--- src/rtl/memwin_pkg.sv ---
`timescale 1ns/1ps
package memwin_pkg;
  localparam int ADDR_W     = 32;
  localparam int NUM_WIN    = 3;
  localparam int KEEP_LSB   = 18;  // bits below this never translated
  localparam int BEAT_BITS  = 3;   // cleared for line commands
  localparam int LINE_BYTES = 32;

  localparam logic [ADDR_W-1:0] WIN_BASE [NUM_WIN] =
    '{32'hFD00_0000, 32'h1000_0000, 32'hC000_0000};
  localparam int WIN_LOG2 [NUM_WIN] = '{24, 26, 29};
  localparam logic [NUM_WIN-1:0] WIN_EXT_ONLY = 3'b100;

  typedef enum logic [1:0] {
    CMD_SINGLE  = 2'd0,
    CMD_LOAD32  = 2'd1,
    CMD_STORE32 = 2'd2,
    CMD_RSVD    = 2'd3
  } cmdKind_e;

  typedef struct packed {
    logic lineXfer;
    logic bStart;
    logic bCont;
    logic bEnd;
  } ctrlStrobe_t;
endpackage

--- src/rtl/memwin_dpath.sv ---
`timescale 1ns/1ps
module memwin_dpath
  import memwin_pkg::*;
#(
  parameter int AW = ADDR_W,
  parameter int NW = NUM_WIN,
  parameter int KL = KEEP_LSB,
  parameter int BB = BEAT_BITS
) (
  input  logic          clk,
  input  logic          rst,
  input  logic          cmdValid,
  input  logic [AW-1:0] cmdAddr,
  input  logic          extMode,
  input  logic          regWrEn,
  input  logic          regSel,
  input  logic [AW-1:0] regWrData,
  input  ctrlStrobe_t   strobe,
  output logic [NW-1:0] hitVec,
  output logic          missOut,
  output logic [AW-1:0] pciAddr
);
  logic [AW-1:KL] bankHi;
  logic [AW-1:KL] maskHi;

  always_ff @(posedge clk) begin
    if (rst) begin
      bankHi <= '0;
      maskHi <= '0;
    end else if (regWrEn) begin
      if (regSel) maskHi <= regWrData[AW-1:KL];
      else        bankHi <= regWrData[AW-1:KL];
    end
  end

  for (genvar w = 0; w < NW; w++) begin : g_win
    localparam int LG = WIN_LOG2[w];
    localparam logic [AW-1:0] BASE = WIN_BASE[w];
    assign hitVec[w] = cmdValid
                    && (cmdAddr[AW-1:LG] == BASE[AW-1:LG])
                    && (!WIN_EXT_ONLY[w] || extMode);
  end

  assign missOut = cmdValid && !(|hitVec);

  always_comb begin
    pciAddr = '0;
    if (|hitVec) begin
      pciAddr[AW-1:KL] = (maskHi & bankHi) | (~maskHi & cmdAddr[AW-1:KL]);
      pciAddr[KL-1:0]  = cmdAddr[KL-1:0];
      if (strobe.lineXfer) pciAddr[BB-1:0] = '0;
    end
  end
endmodule

--- src/rtl/memwin_ctrl.sv ---
`timescale 1ns/1ps
module memwin_ctrl
  import memwin_pkg::*;
#(
  parameter int AW = ADDR_W,
  parameter int NW = NUM_WIN,
  parameter int LB = LINE_BYTES
) (
  input  logic          clk,
  input  logic          rst,
  input  logic          cmdValid,
  input  logic [1:0]    cmdKind,
  input  logic [AW-1:0] cmdAddr,
  input  logic [NW-1:0] hitVec,
  output ctrlStrobe_t   strobe
);
  logic          burstOpen;
  logic [AW-1:0] lastAddr;
  logic          lastWrite;
  logic [NW-1:0] lastWin;

  logic isLine, isWrite, take, follows;

  always_comb begin
    isLine  = (cmdKind == CMD_LOAD32) || (cmdKind == CMD_STORE32);
    isWrite = (cmdKind == CMD_STORE32);
    take    = cmdValid && (|hitVec);
    follows = burstOpen && (isWrite == lastWrite) && (hitVec == lastWin)
           && (cmdAddr == lastAddr + AW'(LB));
    strobe.lineXfer = cmdValid && isLine;
    strobe.bStart   = take && isLine && !follows;
    strobe.bCont    = take && isLine && follows;
    strobe.bEnd     = take && burstOpen && !(isLine && follows);
  end

  always_ff @(posedge clk) begin
    if (rst) begin
      burstOpen <= 1'b0;
      lastAddr  <= '0;
      lastWrite <= 1'b0;
      lastWin   <= '0;
    end else if (take) begin
      burstOpen <= isLine;
      if (isLine) begin
        lastAddr  <= cmdAddr;
        lastWrite <= isWrite;
        lastWin   <= hitVec;
      end
    end
  end
endmodule

--- src/rtl/memWinXlate.sv ---
`timescale 1ns/1ps
module memWinXlate
  import memwin_pkg::*;
(
  input  logic        clk,
  input  logic        rst,
  input  logic        cmdValid,
  input  logic [1:0]  cmdKind,
  input  logic [31:0] cmdAddr,
  input  logic        extMode,
  input  logic        regWrEn,
  input  logic        regSel,
  input  logic [31:0] regWrData,
  output logic [2:0]  hitWin,
  output logic        miss,
  output logic [31:0] pciAddr,
  output logic        burstStart,
  output logic        burstCont,
  output logic        burstEnd
);
  ctrlStrobe_t strobe;

  memwin_dpath u_dpath (
    .clk(clk), .rst(rst), .cmdValid(cmdValid), .cmdAddr(cmdAddr),
    .extMode(extMode), .regWrEn(regWrEn), .regSel(regSel),
    .regWrData(regWrData), .strobe(strobe), .hitVec(hitWin),
    .missOut(miss), .pciAddr(pciAddr)
  );

  memwin_ctrl u_ctrl (
    .clk(clk), .rst(rst), .cmdValid(cmdValid), .cmdKind(cmdKind),
    .cmdAddr(cmdAddr), .hitVec(hitWin), .strobe(strobe)
  );

  assign burstStart = strobe.bStart;
  assign burstCont  = strobe.bCont;
  assign burstEnd   = strobe.bEnd;
endmodule

--- config.mk ---
export PLATFORM = sky130hd
export DESIGN_NAME = memWinXlate
export DESIGN_NICKNAME = d
export VERILOG_FILES = /design/src/rtl/memwin_pkg.sv /design/src/rtl/memwin_dpath.sv /design/src/rtl/memwin_ctrl.sv /design/src/rtl/memWinXlate.sv
export SDC_FILE = /design/constraint.sdc
export NUM_CORES = 1
export LEC_CHECK = 0
export ABC_AREA = 0
export ABC_CLOCK_PERIOD_IN_PS = 4500
export BUFFER_PORTS_ARGS = -buffer_cell sky130_fd_sc_hd__buf_2
export CAP_MARGIN = 20
export CORE_UTILIZATION = 57
export CTS_CLUSTER_DIAMETER = 120
export DETAILED_ROUTE_END_ITERATION = 8
export PLACE_DENSITY = 0.95
export SLEW_MARGIN = 0
export SYNTH_ARGS = -nofsm -noshare
export SYNTH_HDL_FRONTEND = slang
export SYNTH_HIERARCHICAL = 1
export SYNTH_SLANG_ARGS = --single-unit
--- constraint.sdc ---
create_clock -name clk -period 4.5 [get_ports clk]
set_clock_uncertainty 0.2 [all_clocks]
set_input_delay 0 -clock clk [delete_from_list [all_inputs] [get_ports clk]]
set_output_delay 0 -clock clk [all_outputs]
set_load 0.01 [all_outputs]
==> metrics, run 1 <==
post-route cell area=5060 sq um; Via Count=4520; via count of the first global-routing pass=4390; leading area contributor after synthesis=sky130_fd_sc_hd__dfxtp_1; total clock sinks=65; tightest hold margin=around 110 ps; CTS root buffer=sky130_fd_sc_hd__clkbuf_8; average vias per placed instance=6.29; Worst Setup Start Kind=input pin; final RePlAce weighted congestion=approximately 0.90; synthesized area divided by synthesized cell count=7.62 sq um; diodes inserted=0; Cell Rows=29; final-report hold violation count=0; cell area after technology mapping=3870 sq um; Crit. End Element=primary output; Worst Tran Pin Value=between 1000 and 1500 ps; commonest register cell after synthesis=sky130_fd_sc_hd__dfxtp_1; cell area power density=between 200 and 300 nW/um^2; number of gates given a new drive strength after cts=0; DRT iter0 DRCs=399; type of the most critical hold path=input pin to flip-flop; unrepaired setup endpoints after global routing=false; CTS tree=done; hold buffer count at CTS=54; final slew viol count=0; Final Critical Period=3960 ps; upper clock frequency limit=~250 MHz; CP max stage delay=between 700 and 800 ps; number of ports placed on the die boundary=111; Initial DRT Pass Iterations=9; sum of negative setup slack=0 ps; clock buffer depth=2; cells along the critical path=dlygate4sd3_1 > buf_2 > nand3_1 > or3b_1 > inv_1 > xnor2_1 > nand4_1 > nor4_1 > nand3_1 > nor4_1 > and4_1 > and3_1 > buf_2; total power=0.00131 W; maximum capacitance violations=0; ys async rst share=0%; relative max-transition margin=27.3%; Remaining Overflow, GRT=0; period utilisation layout=87.9%; maximum net fanout on the critical path=19; wire length of the first global-routing pass=20.3 mm; status=finished, violations left; fraction of the core area covered by cells at the end of the flow=78.4%; Cell variety after synth=54; number of remaining DRC errors=5; Max stage delay cell, worst path=sky130_fd_sc_hd__or3b_1; Worst Path Required=4300 ps; standard cell core area=6460 sq um; largest cells by area after synthesis=sky130_fd_sc_hd__dfxtp_1, sky130_fd_sc_hd__nand2_1, sky130_fd_sc_hd__a21oi_1; die height=84.4 um; top cell types by occurrence after synthesis=sky130_fd_sc_hd__nand2_1, sky130_fd_sc_hd__a21oi_1, sky130_fd_sc_hd__dfxtp_1; Setup Buffers After CTS=0; die span in x=84.4 um; clock slew at the register clock pins of the worst setup and hold paths=about 90 ps; number of nets at the end of the flow=approximately 710; initial core utilization=59.9%; half-perimeter wire length of the detailed placement result=7.19 mm; number of H-tree levels=3; Layout Area Growth over Synthesis=30.8%; synthesis-stage register bit count=65; number of antenna violations at the first check in global routing=0; worst-case vdd ir drop=219 uV; sum of routed wire length over all layers=12.5 mm; Finish-stage setup viols=0; number of enable flip-flop cells after synthesis=0; aggregate global-route resource usage=35.9%; violated checks=design-rule violations; total placed instance area=4280 sq um; most repeated cell in the gate-level netlist after synthesis=sky130_fd_sc_hd__nand2_1; number of buffers added by the clock tree synthesis step=9; area share of the largest cell type after synthesis=around a third; Port Buffers=92; reported leakage power=about 1.9 nW; sequential fraction of the synthesis area=roughly a third; final antenna-violating net count=0; number of instances in the synthesized netlist=between 500 and 600; fraction of final layout cells sized beyond drive strength 1=a little under a fifth; net count after synthesis=582; DIE AREA=7120 sq um; Worst-Skew Late Latency=around 350 ps; path type of the worst setup path=input pin to primary output; Wirelength per Cell=17.4 um; pin count of the biggest net entering global routing=66; YS warnings=6; data arrival time at the worst-slack endpoint=about 3800 ps
## kinds of logic after synthesis
| family | synth area share [%] |
|---|---|
| simple gates | 27.2 |
| compound gates | 17.6 |
| flops | 33.6 |
| xor+xnor | 10.4 |
| buf+inv | 5.53 |
| mux | 4.95 |
| fa+ha+maj | 0.647 |
## flip-flops by register name (all words and copies together), names as in the netlist
register / cells
u_ctrl/lastWin: 3
u_dpath/bankHi: 14
u_dpath/maskHi: 14
u_ctrl/lastAddr: 32
u_ctrl/burstOpen: 1
u_ctrl/lastWrite: 1
## through the flow
step | worst slack (ps) | std cells
CTS | 717 | 717
global placement | 1330 | 647
detailed placement | 1270 | 647
finish | 543 | 719
global route | 423 | 719
floorplan | 2210 | 508
## area by class of cell
type | count | area, sq um
Fill cell | 401 | 1400
Sequential cell | 65 | 1300
Timing Repair Buffer | 151 | 1060
Tap cell | 77 | 96.3
Clock inverter | 7 | 78.8
Multi-Input combinational cell | 401 | 2350
Inverter | 9 | 46.3
Clock buffer | 9 | 124
## final timing paths
kind	from	endpoint	slack, ps	cells past startpoint
hold reg to reg	u_ctrl/lastAddr[2]	u_ctrl/lastAddr[2]	280	2
hold / removal	regWrEn	u_dpath/bankHi[21]	110	4
setup reg to reg	u_ctrl/lastAddr[9]	u_ctrl/lastAddr[9]	3430	2
setup / recovery	cmdAddr[30]	burstCont	540	13
## worst max-delay path: cells and delay by family
family                 cells  cell delay, ps
AND/OR/NAND/NOR            8            2150
buffers and inverters      4            1410
XOR/XNOR                   1             190
## cell usage in the layout (no fill, tap or decap), types with 2 or more instances in the layout
cell type / Yosys / routed
sky130_fd_sc_hd__inv_6: 0 / 2
sky130_fd_sc_hd__o22ai_1: 2 / 2
sky130_fd_sc_hd__inv_1: 7 / 7
sky130_fd_sc_hd__xnor2_1: 35 / 35
sky130_fd_sc_hd__o21ai_0: 2 / 2
sky130_fd_sc_hd__nand2_1: 137 / 137
sky130_fd_sc_hd__nor3_1: 8 / 8
sky130_fd_sc_hd__a31oi_1: 15 / 15
sky130_fd_sc_hd__buf_4: 3 / 3
sky130_fd_sc_hd__clkbuf_8: 0 / 9
sky130_fd_sc_hd__a22oi_1: 4 / 4
sky130_fd_sc_hd__and3_1: 2 / 2
sky130_fd_sc_hd__dfxtp_1: 65 / 65
sky130_fd_sc_hd__a311oi_1: 4 / 4
sky130_fd_sc_hd__nand3_1: 14 / 14
sky130_fd_sc_hd__nand2b_1: 2 / 2
sky130_fd_sc_hd__and2_1: 2 / 2
sky130_fd_sc_hd__and4_1: 6 / 6
sky130_fd_sc_hd__nor4_1: 5 / 5
sky130_fd_sc_hd__nand4_1: 12 / 12
sky130_fd_sc_hd__ha_1: 2 / 2
sky130_fd_sc_hd__mux2i_1: 18 / 18
sky130_fd_sc_hd__clkinv_4: 0 / 3
sky130_fd_sc_hd__o31a_1: 15 / 15
sky130_fd_sc_hd__nor2b_1: 3 / 3
sky130_fd_sc_hd__a21oi_1: 66 / 66
sky130_fd_sc_hd__nor2_1: 14 / 14
sky130_fd_sc_hd__buf_2: 4 / 92
sky130_fd_sc_hd__dlygate4sd3_1: 0 / 55
sky130_fd_sc_hd__nand4b_1: 2 / 2
sky130_fd_sc_hd__xor2_1: 11 / 11
## layer usage
metal / track usage (%) / up-vias / wire length (um)
met5: 0 / - / 0
met4: 18.3 / 0 / 570
met3: 9.93 / 83 / 1240
met2: 62.3 / 323 / 6130
met1: 40.6 / 2082 / 4610
li1: - / 2032 / -
## report_power, final
group / total [W] / switching [W] / leakage (nW) / internal [W]
registers: 0.000600 / 0.0000113 / 0.527 / 0.000588
logic: 0.000188 / 0.0000971 / 1.29 / 0.0000913
clock network: 0.000517 / 0.000256 / 0.104 / 0.000261
Note: power is estimated with default switching activity, not from simulation.
==> run 2, diff against run 1 <==
CORE_UTILIZATION = 56   (was 57)
SYNTH_HIERARCHICAL = unset   (was 1)
==> run 2 against run 1 <==
The flow still finishes with violations (design-rule violations). Global-route usage fell by 1.2 points. Sequential power about the same. Sequential share of layout area up 0.53 points. Count of clock-buffer cells in the layout is 2 higher. Fmax rose by 7.8%. Worst hold slack worse by 81 ps. Via count decreased by 0.86%. Register-to-register slack gained 30 ps. Area after synthesis shrank 2.1%. Clock power rose by 1%. Sequential cell count stayed put. Non-clock buffer count down 3. Critical path type is now flip-flop to primary output.
==> metrics, run 2 <==
top cell types by occurrence after synthesis=sky130_fd_sc_hd__nand2_1, sky130_fd_sc_hd__a21oi_1, sky130_fd_sc_hd__dfxtp_1; fraction of final layout cells sized beyond drive strength 1=19.7% (+0.68 points); wire length of the first global-routing pass=19.8 mm (-2.7%); aggregate global-route resource usage=34.7% (-1.2 points); DIE AREA=7100 sq um (-0.37%); net count after synthesis=583 (+0.17%); relative max-transition margin=44.1% (+17 points); leading area contributor after synthesis=sky130_fd_sc_hd__dfxtp_1; most common library cell in the layout ignoring fill and taps=sky130_fd_sc_hd__nand2_1; data arrival time at the worst-slack endpoint=3470 ps (-290 ps); DRT iter0 DRCs=544 (+36%); cell area after technology mapping=3790 sq um (-2.1%); flip-flop count of the largest register, all copies and words added=32 (unchanged); final-report hold violation count=0 (unchanged); clock buffer depth=2 (unchanged); final antenna-violating net count=0 (unchanged); standard cell core area=6420 sq um (-0.56%); Port Buffers=92 (unchanged); Most flops, register=u_ctrl.lastAddr; CTS root buffer=sky130_fd_sc_hd__clkbuf_8; number of H-tree levels=3 (unchanged); status=finished, violations left; synthesis-stage register bit count=65 (unchanged); Remaining Overflow, GRT=0 (unchanged); number of gates given a new drive strength after cts=0 (unchanged); Via Count=4481 (-0.86%); number of instances in the placed design=650 (+0.46%); via count of the first global-routing pass=4302 (-2.0%); ys async rst share=0% (unchanged); Final Critical Period=3670 ps (-286 ps); synthesized area divided by synthesized cell count=7.44 sq um (-2.3%); most repeated cell in the gate-level netlist after synthesis=sky130_fd_sc_hd__nand2_1; diodes inserted=0 (unchanged); violated checks=design-rule violations; average vias per placed instance=6.25 (-0.59%); number of enable flip-flop cells after synthesis=0 (unchanged); commonest register cell after synthesis=sky130_fd_sc_hd__dfxtp_1; largest registers=u_ctrl.lastAddr: 32 flops, u_dpath.bankHi: 14 flops, u_dpath.maskHi: 14 flops; period utilisation layout=81.6% (-6.3 points); top library cells by usage in the layout, fill and taps aside=sky130_fd_sc_hd__nand2_1, sky130_fd_sc_hd__buf_2, sky130_fd_sc_hd__a21oi_1, sky130_fd_sc_hd__dfxtp_1, sky130_fd_sc_hd__dlygate4sd3_1; total clock sinks=65 (unchanged); tightest hold margin=33.3 ps (-81.4 ps); Worst-Skew Late Latency=350 ps (about the same); type of the most critical hold path=input pin to flip-flop; die span in x=84.2 um (-0.18%); Initial DRT Pass Iterations=9 (unchanged); Worst Setup Start Kind=flip-flop; Finish-stage setup viols=0 (unchanged); number of ports placed on the die boundary=111 (unchanged); unrepaired setup endpoints after global routing=false; half-perimeter wire length of the detailed placement result=7.07 mm (-1.7%); Layout Area Growth over Synthesis=31.0%; reported leakage power=1.91 nW (-0.41%); initial core utilization=59.0% (-0.95 points); Cell variety after synth=55 (+1.9%); final RePlAce weighted congestion=0.935 (+4.4%); maximum capacitance violations=0 (unchanged); flop-to-flop setup slack=3460 ps (+30 ps); CTS tree=done; Worst Path Required=4300 ps (about the same); pin count of the biggest net entering global routing=66 (unchanged); upper clock frequency limit=272 MHz (+7.8%); Worst Tran Pin Value=838 ps (-251 ps); sum of routed wire length over all layers=12.3 mm (-2.2%); number of buffers added by the clock tree synthesis step=9 (unchanged); number of nets at the end of the flow=710 (-0.14%); cell area power density=264 nW/um^2 (+2.4%); Finished Layout Cells=717 (-0.28%); worst-case vdd ir drop=227 uV (+3.6%); largest cells by area after synthesis=sky130_fd_sc_hd__dfxtp_1, sky130_fd_sc_hd__nand2_1, sky130_fd_sc_hd__a21oi_1; number of remaining DRC errors=6 (+1); number of instances in the synthesized netlist=509 (+0.20%); Setup Buffers After CTS=0 (unchanged); area share of the largest cell type after synthesis=34.4% (+0.73 points); die height=84.2 um (-0.18%); fraction of the core area covered by cells at the end of the flow=77.2% (-1.1 points); final slew viol count=0 (unchanged); path type of the worst setup path=flip-flop to primary output; Cell Rows=29 (unchanged); YS warnings=0 (-6); Crit. End Element=primary output; sum of negative setup slack=0 ps (unchanged); hold buffer count at CTS=47 (-13%); Wirelength per Cell=17.1 um (-1.9%); maximum net fanout on the critical path=9 (-10); number of antenna violations at the first check in global routing=0 (unchanged); sequential fraction of the synthesis area=34.4% (+0.73 points); clock slew at the register clock pins of the worst setup and hold paths=70 ps (-20 ps)
-- run 2: cell count changes after synthesis, sizes merged, moves of 4 or more --
cell	previous run	this run
a31oi	15	2
and4	8	3
inv	8	4
nand2b	2	7
nand3	16	11
nor2	14	21
nor2b	3	22
nor4	5	12
o31a	15	2
xnor2	35	25
-- run 2: critical path, cell delays in order (launching register included) --
cell,delay (ps)
sky130_fd_sc_hd__dfxtp_1,540
sky130_fd_sc_hd__nand4_4,220
sky130_fd_sc_hd__or3_1,570
sky130_fd_sc_hd__a2111oi_0,690
sky130_fd_sc_hd__o22ai_1,170
sky130_fd_sc_hd__nor4_1,390
sky130_fd_sc_hd__nand4b_1,210
sky130_fd_sc_hd__and3b_1,210
sky130_fd_sc_hd__buf_2,130
-- run 2: layout make-up --
type	instances	area, sq um
multi-input cells	408	2320
fillers	378	1460
flip-flops and latches	65	1300
repair buffers	148	1020
clock buffers	11	151
well taps	77	96.3
clock inverters	4	52.6
inverters	4	15.0
-- run 2: through the flow --
stage	cell area [sq um]	power (W)	setup WS (ps)
finish	4960	0.00131	828
global route	4960	0.00135	666
CTS	4900	0.00129	974
detailed placement	4230	0.000751	1390
global placement	4230	0.000744	1540
floorplan	3790	0.000691	1950
-- run 2: path summary, 6_finish.rpt --
path / from / end / cells past startpoint
min reg2reg: u_dpath.bankHi[21] / u_dpath.bankHi[21] / 2
min: cmdValid / u_ctrl.lastAddr[29] / 4
max reg2reg: u_ctrl.lastAddr[21] / u_ctrl.lastAddr[21] / 2
max: u_ctrl.lastAddr[11] / burstEnd / 8
-- run 2: kinds of logic (layout without fill, tap and decap cells) --
logic type                 Yosys count  count (layout)  synth area share (%)
adders and majority gates            2               2                 0.661
xor gates and xnor gates            38              38                  8.79
DFF                                 65              65                  34.4
AOI/OAI and AO/OA                   94              94                  14.5
muxes                               17              17                  4.49
buffers and inverters               36             167                  4.46
and+or+nand+nor                    257             257                  32.8
-- run 2: report_power, final --
part           switching (W)  total [W]  internal (W)
clock               0.000239   0.000524      0.000284
sequential         0.0000103   0.000599      0.000588
combinational      0.0000971   0.000187     0.0000897
total               0.000347    0.00131      0.000962
-- run 2: routing by layer --
metal / routed length [um] / GRT usage, %
met1: 4560 / 39.4
met5: 0 / 0
met3: 1220 / 6.69
met4: 574 / 20.5
met2: 5910 / 60.6
==> run 3, diff against run 2 <==
ABC_AREA = 1   (was 0)
ABC_CLOCK_PERIOD_IN_PS = 3450   (was 4500)
CORE_UTILIZATION = 53   (was 56)
PLACE_DENSITY = 0.9   (was 0.95)
clock period = 3.45 ns   (was 4.5 ns; I/O delays follow)
==> run 3 against run 2 <==
The run now ends clean. Non-clock buffer count increased by 8. Cell count is 33% higher. Wire length is 12% higher. Sequential cell count is the same. Worst hold slack got worse by 24 ps. Die area up 16%. Core utilization decreased by 2.2 points. Highest routed layer unchanged.
==> metrics, run 3 <==
Cell variety after synth=27 (-51%); CTS tree=done; maximum net fanout on the critical path=42 (+33); via count of the first global-routing pass=5179 (+20%); commonest register cell after synthesis=sky130_fd_sc_hd__dfxtp_1; Setup Buffers After CTS=0 (unchanged); Via Count=5118 (+14%); DIE AREA=8210 sq um (+16%); number of instances in the synthesized netlist=702 (+38%); tightest hold margin=8.88 ps (-24.4 ps); worst reg2reg path depth=3 (+1); maximum capacitance violations=0 (unchanged); synthesis-stage register bit count=65 (unchanged); number of buffers added by the clock tree synthesis step=9 (unchanged); DRT iter0 DRCs=351 (-35%); top cell types by occurrence after synthesis=sky130_fd_sc_hd__nand2_1, sky130_fd_sc_hd__nor2_1, sky130_fd_sc_hd__inv_1; die height=90.6 um (+7.6%); leading area contributor after synthesis=sky130_fd_sc_hd__dfxtp_1; relative max-transition margin=36.6% (-7.5 points); largest cells by area after synthesis=sky130_fd_sc_hd__dfxtp_1, sky130_fd_sc_hd__nand2_1, sky130_fd_sc_hd__nor2_1; top library cells by usage in the layout, fill and taps aside=sky130_fd_sc_hd__nand2_1, sky130_fd_sc_hd__nor2_1, sky130_fd_sc_hd__inv_1; fraction of final layout cells sized beyond drive strength 1=16.1% (-3.6 points); sum of negative setup slack=0 ps (unchanged); type of the most critical hold path=input pin to flip-flop; Port Buffers=92 (unchanged); Compound-Gate Fraction of Synth Area=12.5% (-1.9 points); CTS root buffer=sky130_fd_sc_hd__clkbuf_8; Most flops, register=u_ctrl.lastAddr; average vias per placed instance=5.38 (-14%); clock slew at the register clock pins of the worst setup and hold paths=70 ps (about the same); YS warnings=0 (unchanged); final RePlAce weighted congestion=0.874 (-6.6%); period utilisation layout=84.3%; path type of the worst setup path=input pin to flip-flop; share of synthesized cell area in and, or, nand and nor gates=38.9% (+6.1 points); Layout Area Growth over Synthesis=33.5%; flop-to-flop setup slack=1950 ps (-1510 ps); aggregate global-route resource usage=34.5% (-0.17 points); net count after synthesis=776 (+33%); xor/xnor cell area share of the yosys netlist=4.75% (-4.0 points); sequential cell area=1300 sq um (unchanged); number of ports placed on the die boundary=111 (unchanged); upper clock frequency limit=344 MHz; clock buffer depth=2 (unchanged); cell area power density=352 nW/um^2 (+33%); wire length of the first global-routing pass=23.0 mm (+16%); diodes inserted=0 (unchanged); worst-case vdd ir drop=311 uV (+37%); Cell Rows=31 (+6.9%); Finish-stage setup viols=0 (unchanged); number of enable flip-flop cells after synthesis=0 (unchanged); Worst Path Required=3540 ps (-760 ps); reported leakage power=2.91 nW (+52%); number of cells traversed by the worst hold path=5 (+1); number of H-tree levels=3 (unchanged); Final Critical Period=2910 ps; Multi-input gate area=2390 sq um (+2.6%); Min-Delay Startpoint=regSel; number of antenna violations at the first check in global routing=0 (unchanged); largest registers=u_ctrl.lastAddr: 32 flops, u_dpath.bankHi: 14 flops, u_dpath.maskHi: 14 flops; most repeated cell in the gate-level netlist after synthesis=sky130_fd_sc_hd__nand2_1; multiplexer share of the synthesized area=0.541% (-4.0 points); share of synthesized cell area in full adder, half adder and majority cells=0.601% (-0.060 points); Worst Tran Pin Value=950 ps (+112 ps); Crit. End Element=flip-flop; area share of the largest cell type after synthesis=31.3% (-3.1 points); hold worst-path end=u_dpath.bankHi[23]; most common library cell in the layout ignoring fill and taps=sky130_fd_sc_hd__nand2_1; pin count of the biggest net entering global routing=43 (-35%); Crit Reg-Reg Startpoint=u_ctrl.lastAddr[15]; data arrival time at the worst-slack endpoint=3000 ps (-470 ps); number of nets at the end of the flow=922 (+30%); half-perimeter wire length of the detailed placement result=8.30 mm (+17%); ys async rst share=0% (unchanged); Worst Setup Start Kind=input pin; hold buffer count at CTS=60 (+28%); endpoint of the lowest-slack register-to-register path=u_ctrl.lastAddr[15]; final antenna-violating net count=0 (unchanged); flip-flop count of the largest register, all copies and words added=32 (unchanged); final-report hold violation count=0 (unchanged); synthesized area divided by synthesized cell count=5.93 sq um (-20%); total clock sinks=65 (unchanged); total power=0.00196 W (+50%); status=completed; Worst-Skew Late Latency=350 ps (about the same); largest family of logic cells by synthesized area=simple AND/OR/NAND/NOR gates; initial core utilization=56.2% (-2.8 points); number of remaining DRC errors=0 (-6); standard cell core area=7410 sq um (+15%); cell area after technology mapping=4160 sq um (+9.9%); Wirelength per Cell=14.4 um (-16%); final slew viol count=0 (unchanged); unrepaired setup endpoints after global routing=false; sequential fraction of the synthesis area=31.3% (-3.1 points); Remaining Overflow, GRT=0 (unchanged); filler instances=554 (+47%); number of gates given a new drive strength after cts=0 (unchanged); Initial DRT Pass Iterations=6 (-3); sum of routed wire length over all layers=13.7 mm (+12%); die span in x=90.6 um (+7.6%)
==> run 3: cell count changes in the layout (fill, tap and decap cells not counted), moves of 20 or more <==
cell and change:
sky130_fd_sc_hd__inv_1 +100, sky130_fd_sc_hd__nand2_1 +53, sky130_fd_sc_hd__o21ai_0 +66, sky130_fd_sc_hd__a21oi_1 -40, sky130_fd_sc_hd__nor2b_1 -21, sky130_fd_sc_hd__nand3_1 +20, sky130_fd_sc_hd__nor2_1 +103
==> run 3: logic make-up (layout without fill, tap and decap cells) <==
logic type,after synthesis,count (layout)
xor gates and xnor gates,21,21
buffers and inverters,126,277
adders and majority gates,2,2
AOI/OAI and AO/OA,101,101
and+or+nand+nor,385,385
DFF,65,65
muxes,2,2
==> run 3: layout make-up <==
class / count / share of cell area, %
Multi-Input combinational cell: 511 / 42.9
Sequential cell: 65 / 23.4
Tap cell: 99 / 2.23
Timing Repair Buffer: 156 / 19.6
Clock buffer: 12 / 2.97
Inverter: 105 / 7.09
Clock inverter: 4 / 1.76
==> run 3: metal layers <==
layer	vias up	global-route usage [%]	wire, um
met5	-	0	0
met4	0	18.5	474
met3	61	6.65	876
met2	265	63.1	7040
met1	2339	37.2	5320
li1	2453	-	-
==> run 3: critical path, cell delays in order <==
cell and delay (ps):
sky130_fd_sc_hd__dlygate4sd3_1 550, sky130_fd_sc_hd__buf_2 150, sky130_fd_sc_hd__inv_1 110, sky130_fd_sc_hd__nand2_1 60, sky130_fd_sc_hd__nor2_1 150, sky130_fd_sc_hd__nand2_1 130, sky130_fd_sc_hd__nand3_2 110, sky130_fd_sc_hd__nand2_1 50
sky130_fd_sc_hd__buf_4 230, sky130_fd_sc_hd__inv_2 530, sky130_fd_sc_hd__nand2_1 160, sky130_fd_sc_hd__a21oi_1 180, sky130_fd_sc_hd__dlygate4sd3_1 580
==> run 3: report_power, final <==
part	internal, W	total [W]	switching [W]
clock	0.000540	0.000866	0.000326
sequential	0.000780	0.000804	0.0000238
combinational	0.000131	0.000289	0.000158
total	0.00145	0.00196	0.000508
==> run 3: through the flow <==
stage	util, %	worst slack (ps)	cells	cell area [sq um]
6_report	75.0	542	952	5560
2_1_floorplan	-	1520	702	4160
3_3_place_gp	63.4	1190	876	4700
3_5_place_dp	63.4	1130	876	4700
5_1_grt	75.0	388	952	5560
4_1_cts	75.0	674	952	5560
==> run 3: how the worst max path moves through the flow <==
stage                       startpoint                  end  cells past startpoint  slack, ps
finish                     cmdAddr[26]  u_ctrl.lastAddr[29]                     13        540
global route               cmdAddr[26]  u_ctrl.lastAddr[29]                     13        390
CTS                        cmdAddr[29]  u_ctrl.lastAddr[29]                     11        670
detailed placement  u_ctrl.lastAddr[5]             burstEnd                     15       1130
global placement    u_ctrl.lastAddr[5]             burstEnd                     15       1190
floorplan           u_ctrl.lastAddr[5]            burstCont                     13       1520
